==> config.mk <==
export PLATFORM = sky130hd
export DESIGN_NAME = pwm_pair_timer
export DESIGN_NICKNAME = d
export VERILOG_FILES = /design/src/rtl/pwm_pair_pkg.sv /design/src/rtl/pwm_data_bank.sv /design/src/rtl/pwm_master_chan.sv /design/src/rtl/pwm_slave_chan.sv /design/src/rtl/pwm_out_stage.sv /design/src/rtl/pwm_pair_timer.sv
export SDC_FILE = /design/constraint.sdc
export NUM_CORES = 1
export LEC_CHECK = 0
export BUFFER_PORTS_ARGS = -buffer_cell sky130_fd_sc_hd__buf_2
export CAP_MARGIN = 20
export CORE_ASPECT_RATIO = 1.25
export CORE_MARGIN = 4
export CORE_UTILIZATION = 52
export DETAILED_ROUTE_END_ITERATION = 8
export PLACE_DENSITY = 0.81
export SYNTH_ARGS = -nofsm -noshare
export SYNTH_HDL_FRONTEND = slang
export SYNTH_SLANG_ARGS = --single-unit
export TNS_END_PERCENT = 10
==> constraint.sdc <==
create_clock -name clk -period 1.9 [get_ports clk]
set_input_delay 0.095 -clock clk [delete_from_list [all_inputs] [get_ports clk]]
set_output_delay 0.095 -clock clk [all_outputs]
set_load 0.01 [all_outputs]
==> src/rtl/pwm_pair_pkg.sv <==
package pwm_pair_pkg;
   // index of each data register inside the bank
   typedef enum logic [0:0] {
      SEL_PERIOD = 1'b0,
      SEL_DUTY   = 1'b1
   } dreg_sel_e;

   localparam int unsigned NUM_DREGS = 2;
   localparam int unsigned MIN_CNT_W = 2;
   localparam int unsigned MAX_CNT_W = 32;
endpackage

==> src/rtl/pwm_data_bank.sv <==
module pwm_data_bank
   import pwm_pair_pkg::*;
#(
   parameter int unsigned CNT_W = 16,
   parameter int unsigned N     = NUM_DREGS
) (
   input  logic                    clk,
   input  logic                    rst,
   input  logic [N-1:0]            wr_en,
   input  logic [N-1:0][CNT_W-1:0] wr_data,
   output logic [N-1:0][CNT_W-1:0] rd_data
);
   // one holding register per data word; counters sample them only at events
   for (genvar i = 0; i < N; i++) begin : g_reg
      logic [CNT_W-1:0] hold_q;
      always_ff @(posedge clk) begin
         if (rst) begin
            hold_q <= '0;
         end else if (wr_en[i]) begin
            hold_q <= wr_data[i];
         end
      end
      assign rd_data[i] = hold_q;
   end
endmodule

==> src/rtl/pwm_master_chan.sv <==
module pwm_master_chan #(
   parameter int unsigned CNT_W = 16
) (
   input  logic             clk,
   input  logic             rst,
   input  logic             tick,
   input  logic             start,
   input  logic             stop,
   input  logic [CNT_W-1:0] reload,
   output logic             evt,
   output logic             irq
);
   logic             run_q;
   logic [CNT_W-1:0] cnt_q;
   logic             wrap;

   assign wrap = run_q && tick && (cnt_q == '0);
   assign evt  = !stop && (start || wrap);

   always_ff @(posedge clk) begin
      if (rst) begin
         run_q <= 1'b0;
         cnt_q <= '0;
         irq   <= 1'b0;
      end else begin
         irq <= evt;
         if (stop) begin
            run_q <= 1'b0;
         end else if (evt) begin
            run_q <= 1'b1;
            cnt_q <= reload;
         end else if (run_q && tick) begin
            cnt_q <= cnt_q - 1'b1;
         end
      end
   end
endmodule

==> src/rtl/pwm_slave_chan.sv <==
module pwm_slave_chan #(
   parameter int unsigned CNT_W = 16
) (
   input  logic             clk,
   input  logic             rst,
   input  logic             tick,
   input  logic             trig,
   input  logic             stop,
   input  logic [CNT_W-1:0] reload,
   output logic             busy,
   output logic             irq
);
   localparam logic [CNT_W-1:0] LAST = CNT_W'(1);

   logic [CNT_W-1:0] cnt_q;

   always_ff @(posedge clk) begin
      if (rst) begin
         cnt_q <= '0;
         busy  <= 1'b0;
         irq   <= 1'b0;
      end else begin
         irq <= 1'b0;
         if (stop) begin
            busy <= 1'b0;
         end else if (trig) begin
            // a retrigger outranks a count-out in the same cycle: 100% clamp
            cnt_q <= reload;
            busy  <= (reload != '0);
            irq   <= (reload == '0);
         end else if (busy && tick) begin
            cnt_q <= cnt_q - 1'b1;
            if (cnt_q == LAST) begin
               busy <= 1'b0;
               irq  <= 1'b1;
            end
         end
      end
   end
endmodule

==> src/rtl/pwm_out_stage.sv <==
module pwm_out_stage (
   input  logic clk,
   input  logic rst,
   input  logic busy,
   input  logic stop,
   input  logic act_low,
   output logic active,
   output logic pin
);
   // active level trails the follower's busy flag by one clock
   always_ff @(posedge clk) begin
      if (rst) begin
         active <= 1'b0;
      end else begin
         active <= busy && !stop;
      end
   end

   assign pin = active ^ act_low;
endmodule

==> src/rtl/pwm_pair_timer.sv <==
module pwm_pair_timer
   import pwm_pair_pkg::*;
#(
   parameter int unsigned CNT_W = 16
) (
   input  logic             clk,
   input  logic             rst,
   input  logic             cnt_en,
   input  logic             start_trig,
   input  logic             stop_trig,
   input  logic             period_wr,
   input  logic [CNT_W-1:0] period_wdata,
   input  logic             duty_wr,
   input  logic [CNT_W-1:0] duty_wdata,
   input  logic             act_low,
   output logic             pwm_out,
   output logic             master_irq,
   output logic             slave_irq
);
   if (CNT_W < MIN_CNT_W || CNT_W > MAX_CNT_W) begin : g_bad_width
      $error("pwm_pair_timer: CNT_W out of range");
   end

   logic [NUM_DREGS-1:0]            bank_wr;
   logic [NUM_DREGS-1:0][CNT_W-1:0] bank_wdata;
   logic [NUM_DREGS-1:0][CNT_W-1:0] bank_rd;
   logic                            lead_evt;
   logic                            fol_busy;
   logic                            out_act;

   always_comb begin
      bank_wr    = '0;
      bank_wdata = '0;
      bank_wr[SEL_PERIOD]    = period_wr;
      bank_wr[SEL_DUTY]      = duty_wr;
      bank_wdata[SEL_PERIOD] = period_wdata;
      bank_wdata[SEL_DUTY]   = duty_wdata;
   end

   pwm_data_bank #(.CNT_W(CNT_W), .N(NUM_DREGS)) u_bank (
      .clk     (clk),
      .rst     (rst),
      .wr_en   (bank_wr),
      .wr_data (bank_wdata),
      .rd_data (bank_rd)
   );

   pwm_master_chan #(.CNT_W(CNT_W)) u_lead (
      .clk    (clk),
      .rst    (rst),
      .tick   (cnt_en),
      .start  (start_trig),
      .stop   (stop_trig),
      .reload (bank_rd[SEL_PERIOD]),
      .evt    (lead_evt),
      .irq    (master_irq)
   );

   pwm_slave_chan #(.CNT_W(CNT_W)) u_fol (
      .clk    (clk),
      .rst    (rst),
      .tick   (cnt_en),
      .trig   (lead_evt),
      .stop   (stop_trig),
      .reload (bank_rd[SEL_DUTY]),
      .busy   (fol_busy),
      .irq    (slave_irq)
   );

   pwm_out_stage u_out (
      .clk     (clk),
      .rst     (rst),
      .busy    (fol_busy),
      .stop    (stop_trig),
      .act_low (act_low),
      .active  (out_act),
      .pin     (pwm_out)
   );
endmodule

==> results of run 1 <==
kinds of logic (layout without fill, tap and decap cells):
family,count (synthesis),count (layout),synth area share [%]
mux,34,34,10.34
simple gates,162,162,25.58
flops,69,69,41.83
xor+xnor,17,17,4.510
compound gates,58,58,12.77
buf+inv,28,128,3.448
fa+ha+maj,4,4,1.516
cell type report:
cell class              count  area [um2]
clock buffers              12       145.1
well taps                  85       106.4
clock inverters             4       47.55
inverters                   6       22.52
multi-input cells         275        1899
repair buffers            106       813.3
flip-flops and latches     69        1381
fillers                   486        1750
timing repair:
action / 4_1_cts / 5_1_grt
setup endpoints to repair: 33 / 35
pin swaps: 6 / 7
hold buffers: 28 / 0
gates cloned: 1 / 0
setup buffers: 2 / 0
endpoints found under the hold margin: 28 / 0
gates resized for setup: 16 / 7
per-layer routing:
metal / track usage (%) / part of all wire [%]
met4: 10.45 / 3.4
met3: 4.267 / 3.5
met1: 28.84 / 41
met2: 41.50 / 52
met5: 0 / 0
cells in the final DEF (no fill, tap or decap), drive strengths merged, types with 3 or more instances in the layout:
cell type and count:
buf 78, dfxtp 69, nor2 62, mux2i 33
dlygate4sd3 28, nand2 19, nand3 14, nor4 14
a211oi 13, clkbuf 12, a21oi 11, nor3 10
xnor2 9, xor2 8, nand4 7, inv 6
nor2b 6, o211ai 6, or3 6, a31oi 5
and3 4, a22oi 4, ha 4, and2 3
nand4b 3, nand3b 3, o21ai 3
sequential cells by signal, summed over array words and instances (netlist names):
name,count
u_fol.irq,1
u_fol.busy,1
u_lead.cnt_q,16
u_out.active,1
u_fol.cnt_q,16
u_lead.run_q,1
u_lead.irq,1
u_bank.g.hold_q,32
power by group through the flow:
stage          clock [W]  sequential, W  combinational [W]
2_1_floorplan          0        0.00161           0.000331
3_3_place_gp           0        0.00162           0.000522
3_5_place_dp           0        0.00162           0.000541
4_1_cts          0.00120        0.00159           0.000621
5_1_grt          0.00126        0.00160           0.000704
6_report         0.00118        0.00159           0.000643
worst min-delay path: stages:
cell and delay, ns:
buf_2 0.08, mux2i_1 0.06, nor2_1 0.08
Yosys cell counts, types with 2 or more instances:
cell / n / area [um2]
and4b_1: 2 / 20.02
nor3_1: 10 / 50.05
a21oi_1: 11 / 55.05
a21o_2: 2 / 17.52
nor4b_1: 2 / 17.52
or3_1: 4 / 25.02
and3_1: 4 / 25.02
nand3b_1: 3 / 22.52
nand2_1: 19 / 71.32
nand4_1: 7 / 43.79
o21ai_0: 3 / 15.01
buf_2: 4 / 20.02
inv_1: 6 / 22.52
xor2_1: 8 / 70.07
nor4_1: 13 / 81.33
mux2i_1: 33 / 330.3
a31oi_1: 5 / 31.28
and2_1: 3 / 18.77
nand4b_1: 3 / 26.28
dfxtp_1: 69 / 1381
a22oi_1: 4 / 30.03
a211oi_1: 13 / 97.59
nand3_1: 14 / 70.07
ha_1: 4 / 50.05
a21boi_0: 2 / 15.01
xnor2_1: 9 / 78.83
clkbuf_1: 17 / 63.81
o211ai_1: 6 / 45.04
nor2_1: 62 / 232.7
nor2b_1: 6 / 37.54
stage by stage:
step | power [W] | worst slack (ns) | instance area [um2]
after global placement | 0.002143 | -0.1379 | 3816
after CTS | 0.003413 | -0.1874 | 4382
after global routing | 0.003566 | -0.3011 | 4415
after detailed placement | 0.002165 | -0.1783 | 3816
after floorplan | 0.001943 | -0.1352 | 3302
final | 0.003419 | -0.2251 | 4415
path summary, 6_finish.rpt:
path,start,end
max,u_lead.cnt_q[4],u_fol.cnt_q[14]
min reg2reg,u_bank.g_reg[0].hold_q[1],u_lead.cnt_q[1]
max reg2reg,u_lead.cnt_q[4],u_fol.cnt_q[14]
min,duty_wdata[6],u_bank.g_reg[1].hold_q[6]
==> results by group, run 1 <==
Clock tree
  – Clk Latency, worst-skew pair: 0.35 ns
  – Inserted Clock Buffers: 9
  – Root buffer cell: clkbuf_8
  – H-tree Lvls: 3
  – Maximum root-to-sink buffer count: 2
  – # clock sinks: 69
  – CTS tree: done
  – Clock slew at reported path FFs: ~0.08 ns

Floorplanning
  – Top-Level Pins: between 40 and 50
  – Core Area: between 6000 and 7000 um2
  – Chip Height: 97.09 um
  – Row Count: 32
  – Die footprint: 7697 um2
  – Initial Util: 53.55%
  – Die width: slightly below 80 um

Pwr
  – P_sw: between 0.0009 and 0.001 W
  – Cell Int Power: 0.002491 W
  – Switching portion of total power: between 20% and 30%
  – Peak supply drop: around 0.00057 V
  – Combinational Power Share: between 10% and 20%
  – Seq pwr share: 46.6%
  – Clock network fraction of total power: about a third
  – Cell area power density: between 700 and 800 nW/um2
  – Leakage: roughly 1.8 nW

Drt
  – Per-cell routed wire length: around 16 um
  – Via Count: 3,159
  – DRT Pass-1 Iters: 4
  – Total Routed Length: around 8900 um
  – Drc violations: 0
  – DRT iter0 DRCs: between 150 and 200
  – Vias/cell: 5.671
  – Antenna Nets Post-Route: 0

Worst setup path
  – Max incr delay on CP: approximately 0.57 ns
  – Critical path capture point type: flop
  – Crit path kind: flop to flop
  – Startpoint types: flop
  – CP arrival: between 2 and 2.5 ns
  – Critical Path Stages: 6
  – R2R Setup Slk: -0.23 ns
  – WP data required: 2.14 ns
  – Critical path fanouts, max: 20
  – Crit-path cells: or4_4 -> nor4_4 -> buf_4 -> a21oi_4 -> buf_12 -> o221a_2
  – Worst path top cell family by delay: simple AND/OR/NAND/NOR gates
  – WP buf/inv: 2
  – Worst reg2reg path depth: 6
  – Critical-path top delay cell: or4_4

Logic synthesis
  – Post-Synthesis Cell Area: 3302 um2
  – Post-synth top flop: dfxtp_1
  – Post-synthesis average cell area: ~8.9 um2
  – Yosys cell types: 54
  – Syn Inst Count: approximately 370
  – Flops & latches, synth: roughly 70
  – Post-synth EDFFs: 0
  – Asr flop ratio synth: 0%
  – Yosys warning count: 0
  – Post-synth net total: approximately 420
  – Register area share after synthesis: between 40% and 50%

Placed design
  – Final GP Congestion: 0.9006
  – Final HPWL DP: about 5800 um
  – Placed cells: roughly 500
  – Port Buffers: 42

Timing
  – Fin. max-slew vios: 0
  – Worst slew pin tran: 0.5090 ns
  – Setup ws final: -0.2251 ns
  – Layout Skew: ~0.011 ns
  – Endpoints failing setup: 35
  – Max Clk Rate: 0.4706 GHz
  – Final hold slack: 0.004025 ns
  – Min cycle time layout: 2.125 ns
  – RSZ-0062 raised after global routing: yes
  – Final hold violation count: 0
  – Fin Setup TNS: -4.724 ns
  – Worst rel slew slack: about 66%
  – Fin crit share: 111.8%

Layout
  – Share of post-route cells with drive strength above 1: 24.79%
  – N_diodes: 0
  – Cell Count, Final, Fillers Out: approximately 560
  – P&R area growth vs syn: 33.72%
  – Layout Nets: approximately 510
  – Final Util: between 70% and 80%

Status
  – Failing checks: setup timing
  – Status: finished, violations left

GRT
  – GRT Resource Usage Total: around 24%
  – Initial antenna violation count: 0
  – First-pass GRT wire length: approximately 15,000 um
  – Largest net degree at the start of global routing: 51
  – Vias in the first global route: approximately 3,300
  – Congestion Overflow GR: 0

Job
  – Max-cap violation count: 0

Worst hold path
  – Worst hold stages: 3
  – Hold Path Class: input port to flop
No activity file was read; power rests on OpenSTA's default activity.
==> run 2: changes to the inputs <==
--- a/config.mk
+++ b/config.mk
@@ -8,10 +8,11 @@
 export BUFFER_PORTS_ARGS = -buffer_cell sky130_fd_sc_hd__buf_2
 export CAP_MARGIN = 20
 export CORE_ASPECT_RATIO = 1.25
-export CORE_MARGIN = 4
-export CORE_UTILIZATION = 52
+export CORE_MARGIN = 5
+export CORE_UTILIZATION = 25
+export CTS_BUF_LIST = sky130_fd_sc_hd__clkbuf_16
 export DETAILED_ROUTE_END_ITERATION = 8
-export PLACE_DENSITY = 0.81
+export PLACE_DENSITY = 0.47
 export SYNTH_ARGS = -nofsm -noshare
 export SYNTH_HDL_FRONTEND = slang
 export SYNTH_SLANG_ARGS = --single-unit
==> run 2 against run 1 <==
  * The run still ends with setup timing left
  * Largest cell class unchanged
  * Combinational power is 3.3% higher
  * Critical path depth fell by 1
  * Die area grew 100%
  * Cell count rose by 18%
  * First-iteration DRC count is 54% lower
  * Fmax up 2.3%
  * Via count fell by 1.7%
  * Non-clock buffer count increased by 13
  * Global-route usage shrank 12 points
==> results by group, run 2 (synthesized netlist as in run 1, its figures left out) <==
Timing
  – Setup ws final: -0.1774 ns (+0.04769 ns)
  – Layout Skew: 0.005953 ns (-0.004753 ns)
  – Fin crit share: 109.3% (-2.5 points)
  – Final hold slack: 0.02502 ns (+0.02099 ns)
  – Endpoints failing setup: 29 (-17%)
  – Final hold violation count: 0 (unchanged)
  – Min cycle time layout: 2.077 ns (-0.04769 ns)
  – Max Clk Rate: 0.4814 GHz (+2.3%)
  – Fin. max-slew vios: 0 (unchanged)
  – RSZ-0062 raised after global routing: yes
  – Worst rel slew slack: 61.56% (-4.2 points)
  – Worst slew pin tran: 0.5713 ns (+0.06231 ns)

Worst setup path
  – Critical-path top delay cell: or4_4
  – Most used cell, CP: or3_4
  – R2R Setup Slk: -0.18 ns (+0.05 ns)
  – Critical path fanouts, max: 3 (-85%)
  – Reg-to-reg critical path startpoint: u_lead.cnt_q[4]
  – CP arrival: 2.34 ns (-0.02 ns)
  – Max incr delay on CP: 0.56 ns (about the same)
  – Crit path kind: flop to flop
  – Worst reg2reg path depth: 5 (-1)
  – FF-to-FF End: u_lead.cnt_q[12]
  – WP buf/inv: 0 (-2)
  – Startpoint types: flop
  – Crit-path cells: or4_4 -> or3_4 -> or3_4 -> or3_1 -> a41oi_2
  – Critical path capture point type: flop
  – Worst path top cell family by delay: simple AND/OR/NAND/NOR gates
  – WP data required: 2.16 ns (+0.02 ns)

Pwr
  – Clock network fraction of total power: 41.1% (+6.5 points)
  – P_sw: 0.0009735 W (+5.0%)
  – Combinational Power Share: 17.3% (-1.5 points)
  – Peak supply drop: 0.0005064 V (-11%)
  – Leakage: 1.951 nW (+6.1%)
  – Cell Int Power: 0.002865 W (+15%)
  – Cell area power density: 810.0 nW/um2 (+4.6%)
  – Switching portion of total power: 25.36% (-1.8 points)
  – Seq pwr share: 41.6% (-5.0 points)

Drt
  – Antenna Nets Post-Route: 0 (unchanged)
  – Drc violations: 0 (unchanged)
  – DRT Pass-1 Iters: 4 (unchanged)
  – Total Routed Length: 9155 um (+3.3%)
  – Via Count: 3,104 (-1.7%)
  – Vias/cell: 4.739 (-16%)
  – DRT iter0 DRCs: 90 (-54%)
  – Per-cell routed wire length: 13.98 um (-12%)

Clock tree
  – H-tree Lvls: 3 (unchanged)
  – Maximum root-to-sink buffer count: 2 (unchanged)
  – Inserted Clock Buffers: 9 (unchanged)
  – Clk Latency, worst-skew pair: 0.34 ns (about the same)
  – Root buffer cell: clkbuf_16
  – CTS tree: done
  – # clock sinks: 69 (unchanged)
  – Clock slew at reported path FFs: 0.06 ns (-0.02 ns)

GRT
  – Vias in the first global route: 3,113 (-4.8%)
  – Initial antenna violation count: 0 (unchanged)
  – GRT Resource Usage Total: 12.11% (-12 points)
  – Largest net degree at the start of global routing: 27 (-47%)
  – Congestion Overflow GR: 0 (unchanged)
  – First-pass GRT wire length: 15,170 um (+2.1%)

Placed design
  – Pre-CTS WS: -0.1899 ns (-0.01159 ns)
  – Final GP Congestion: 0.7947 (-12%)
  – Final HPWL DP: 6712 um (+17%)
  – Post-DP Area: 4006 um2 (+5.0%)
  – Port Buffers: 42 (unchanged)
  – Placed cells: 607 (+19%)

Layout
  – N_diodes: 0 (unchanged)
  – Max reg flops: 32 (unchanged)
  – Layout Nets: 524 (+2.5%)
  – P&R area growth vs syn: 43.50%
  – Most flop-heavy register: u_bank.g.hold_q
  – Fillers: 1,334 (+170%)
  – Design area: 4738 um2 (+7.3%)
  – Share of post-route cells with drive strength above 1: 27.27% (+2.5 points)
  – Most frequent cells in the layout: dfxtp_1 (69), nor2_1 (52), buf_2 (42), buf_4 (41), mux2i_1 (33)
  – Cell Count, Final, Fillers Out: 655 (+18%)
  – Register Area: 1381 um2 (unchanged)
  – Multi-input logic area: 1936 um2 (+1.9%)
  – Commonest non-fill, non-tap cell in the layout: dfxtp_1
  – Final Util: 36.13% (-35 points)
  – Biggest regs: u_bank.g.hold_q x32, u_fol.cnt_q x16, u_lead.cnt_q x16

Floorplanning
  – Die footprint: 15,620 um2 (+100%)
  – Initial Util: 25.18% (-28 points)
  – Die width: 112.8 um (+42%)
  – Row Count: 47 (+47%)
  – Top-Level Pins: 43 (unchanged)
  – Chip Height: 138.5 um (+43%)
  – Core Area: 13,110 um2 (+110%)

Status
  – Failing checks: setup timing
  – Status: finished, violations left

Worst hold path
  – Hold Path End: u_bank.g_reg[1].hold_q[10]
  – Hold Path Class: input port to flop
  – Worst hold stages: 3 (unchanged)
  – Min-delay src: duty_wdata[10]

Job
  – Max-cap violation count: 0 (unchanged)
run 2: changes by cell type in the layout (fill, tap and decap cells not counted), moves of 6 or more:
cell | previous run | this run
buf_4 | 29 | 41
clkbuf_8 | 10 | 0
clkbuf_16 | 0 | 9
nor2_1 | 59 | 52
nor2_2 | 3 | 9
run 2: how the worst max path moves through the flow:
stage                                from               end  slack, ns  cells after the start
after floorplan           u_lead.cnt_q[3]  u_lead.cnt_q[12]      -0.14                      5
after global placement    u_lead.cnt_q[5]   u_lead.cnt_q[9]      -0.15                      7
after detailed placement  u_lead.cnt_q[5]    u_fol.cnt_q[7]      -0.19                      6
after CTS                 u_lead.cnt_q[3]  u_lead.cnt_q[12]      -0.17                      5
after global routing      u_lead.cnt_q[4]  u_lead.cnt_q[15]      -0.25                      7
final                     u_lead.cnt_q[4]  u_lead.cnt_q[12]      -0.18                      5
run 2: final cells by class:
cell class / instances / share of cell area, %
Multi-Input combinational cell: 275 / 40.85
Sequential cell: 69 / 29.15
Timing Repair Buffer: 119 / 19.22
Clock buffer: 9 / 4.753
Tap cell: 171 / 4.515
Clock inverter: 6 / 1.030
Inverter: 6 / 0.4753
run 2: timing repair:
| item | in CTS | in global routing |
|---|---|---|
| setup buffers | 2 | 0 |
| gates resized for setup | 19 | 13 |
| hold buffers | 31 | 0 |
| endpoints found under the setup margin | 31 | 35 |
| pin swaps | 10 | 7 |
| hold endpoints to repair | 31 | 0 |
run 2: worst min-delay path, delay by kind of cell:
family                 cells  cell delay, ns
buffers and inverters      1            0.08
AND/OR/NAND/NOR            1            0.09
multiplexers               1            0.06
run 2: metal layers:
metal | GRT usage [%] | share of wire, % | up-vias
li1 | - | - | 1564
met4 | 5.443 | 2.5 | 0
met2 | 20.60 | 50 | 62
met1 | 13.89 | 44 | 1462
met5 | 0 | 0 | -
met3 | 3.584 | 4.2 | 16
run 2: power groups by stage:
stage                     Combinational (W)  Sequential [W]  Clock, W
final                              0.000664         0.00160   0.00158
after global routing               0.000736         0.00161   0.00168
after CTS                          0.000653         0.00160   0.00163
after detailed placement           0.000570         0.00162         0
after global placement             0.000567         0.00162         0
after floorplan                    0.000331         0.00161         0
run 2: through the flow:
step	power, W	TNS (ns)
after CTS	0.003883	-2.756
after global routing	0.004026	-5.239
after detailed placement	0.002195	-3.240
final	0.003838	-1.511
after floorplan	0.001943	-1.768
after global placement	0.002190	-1.890
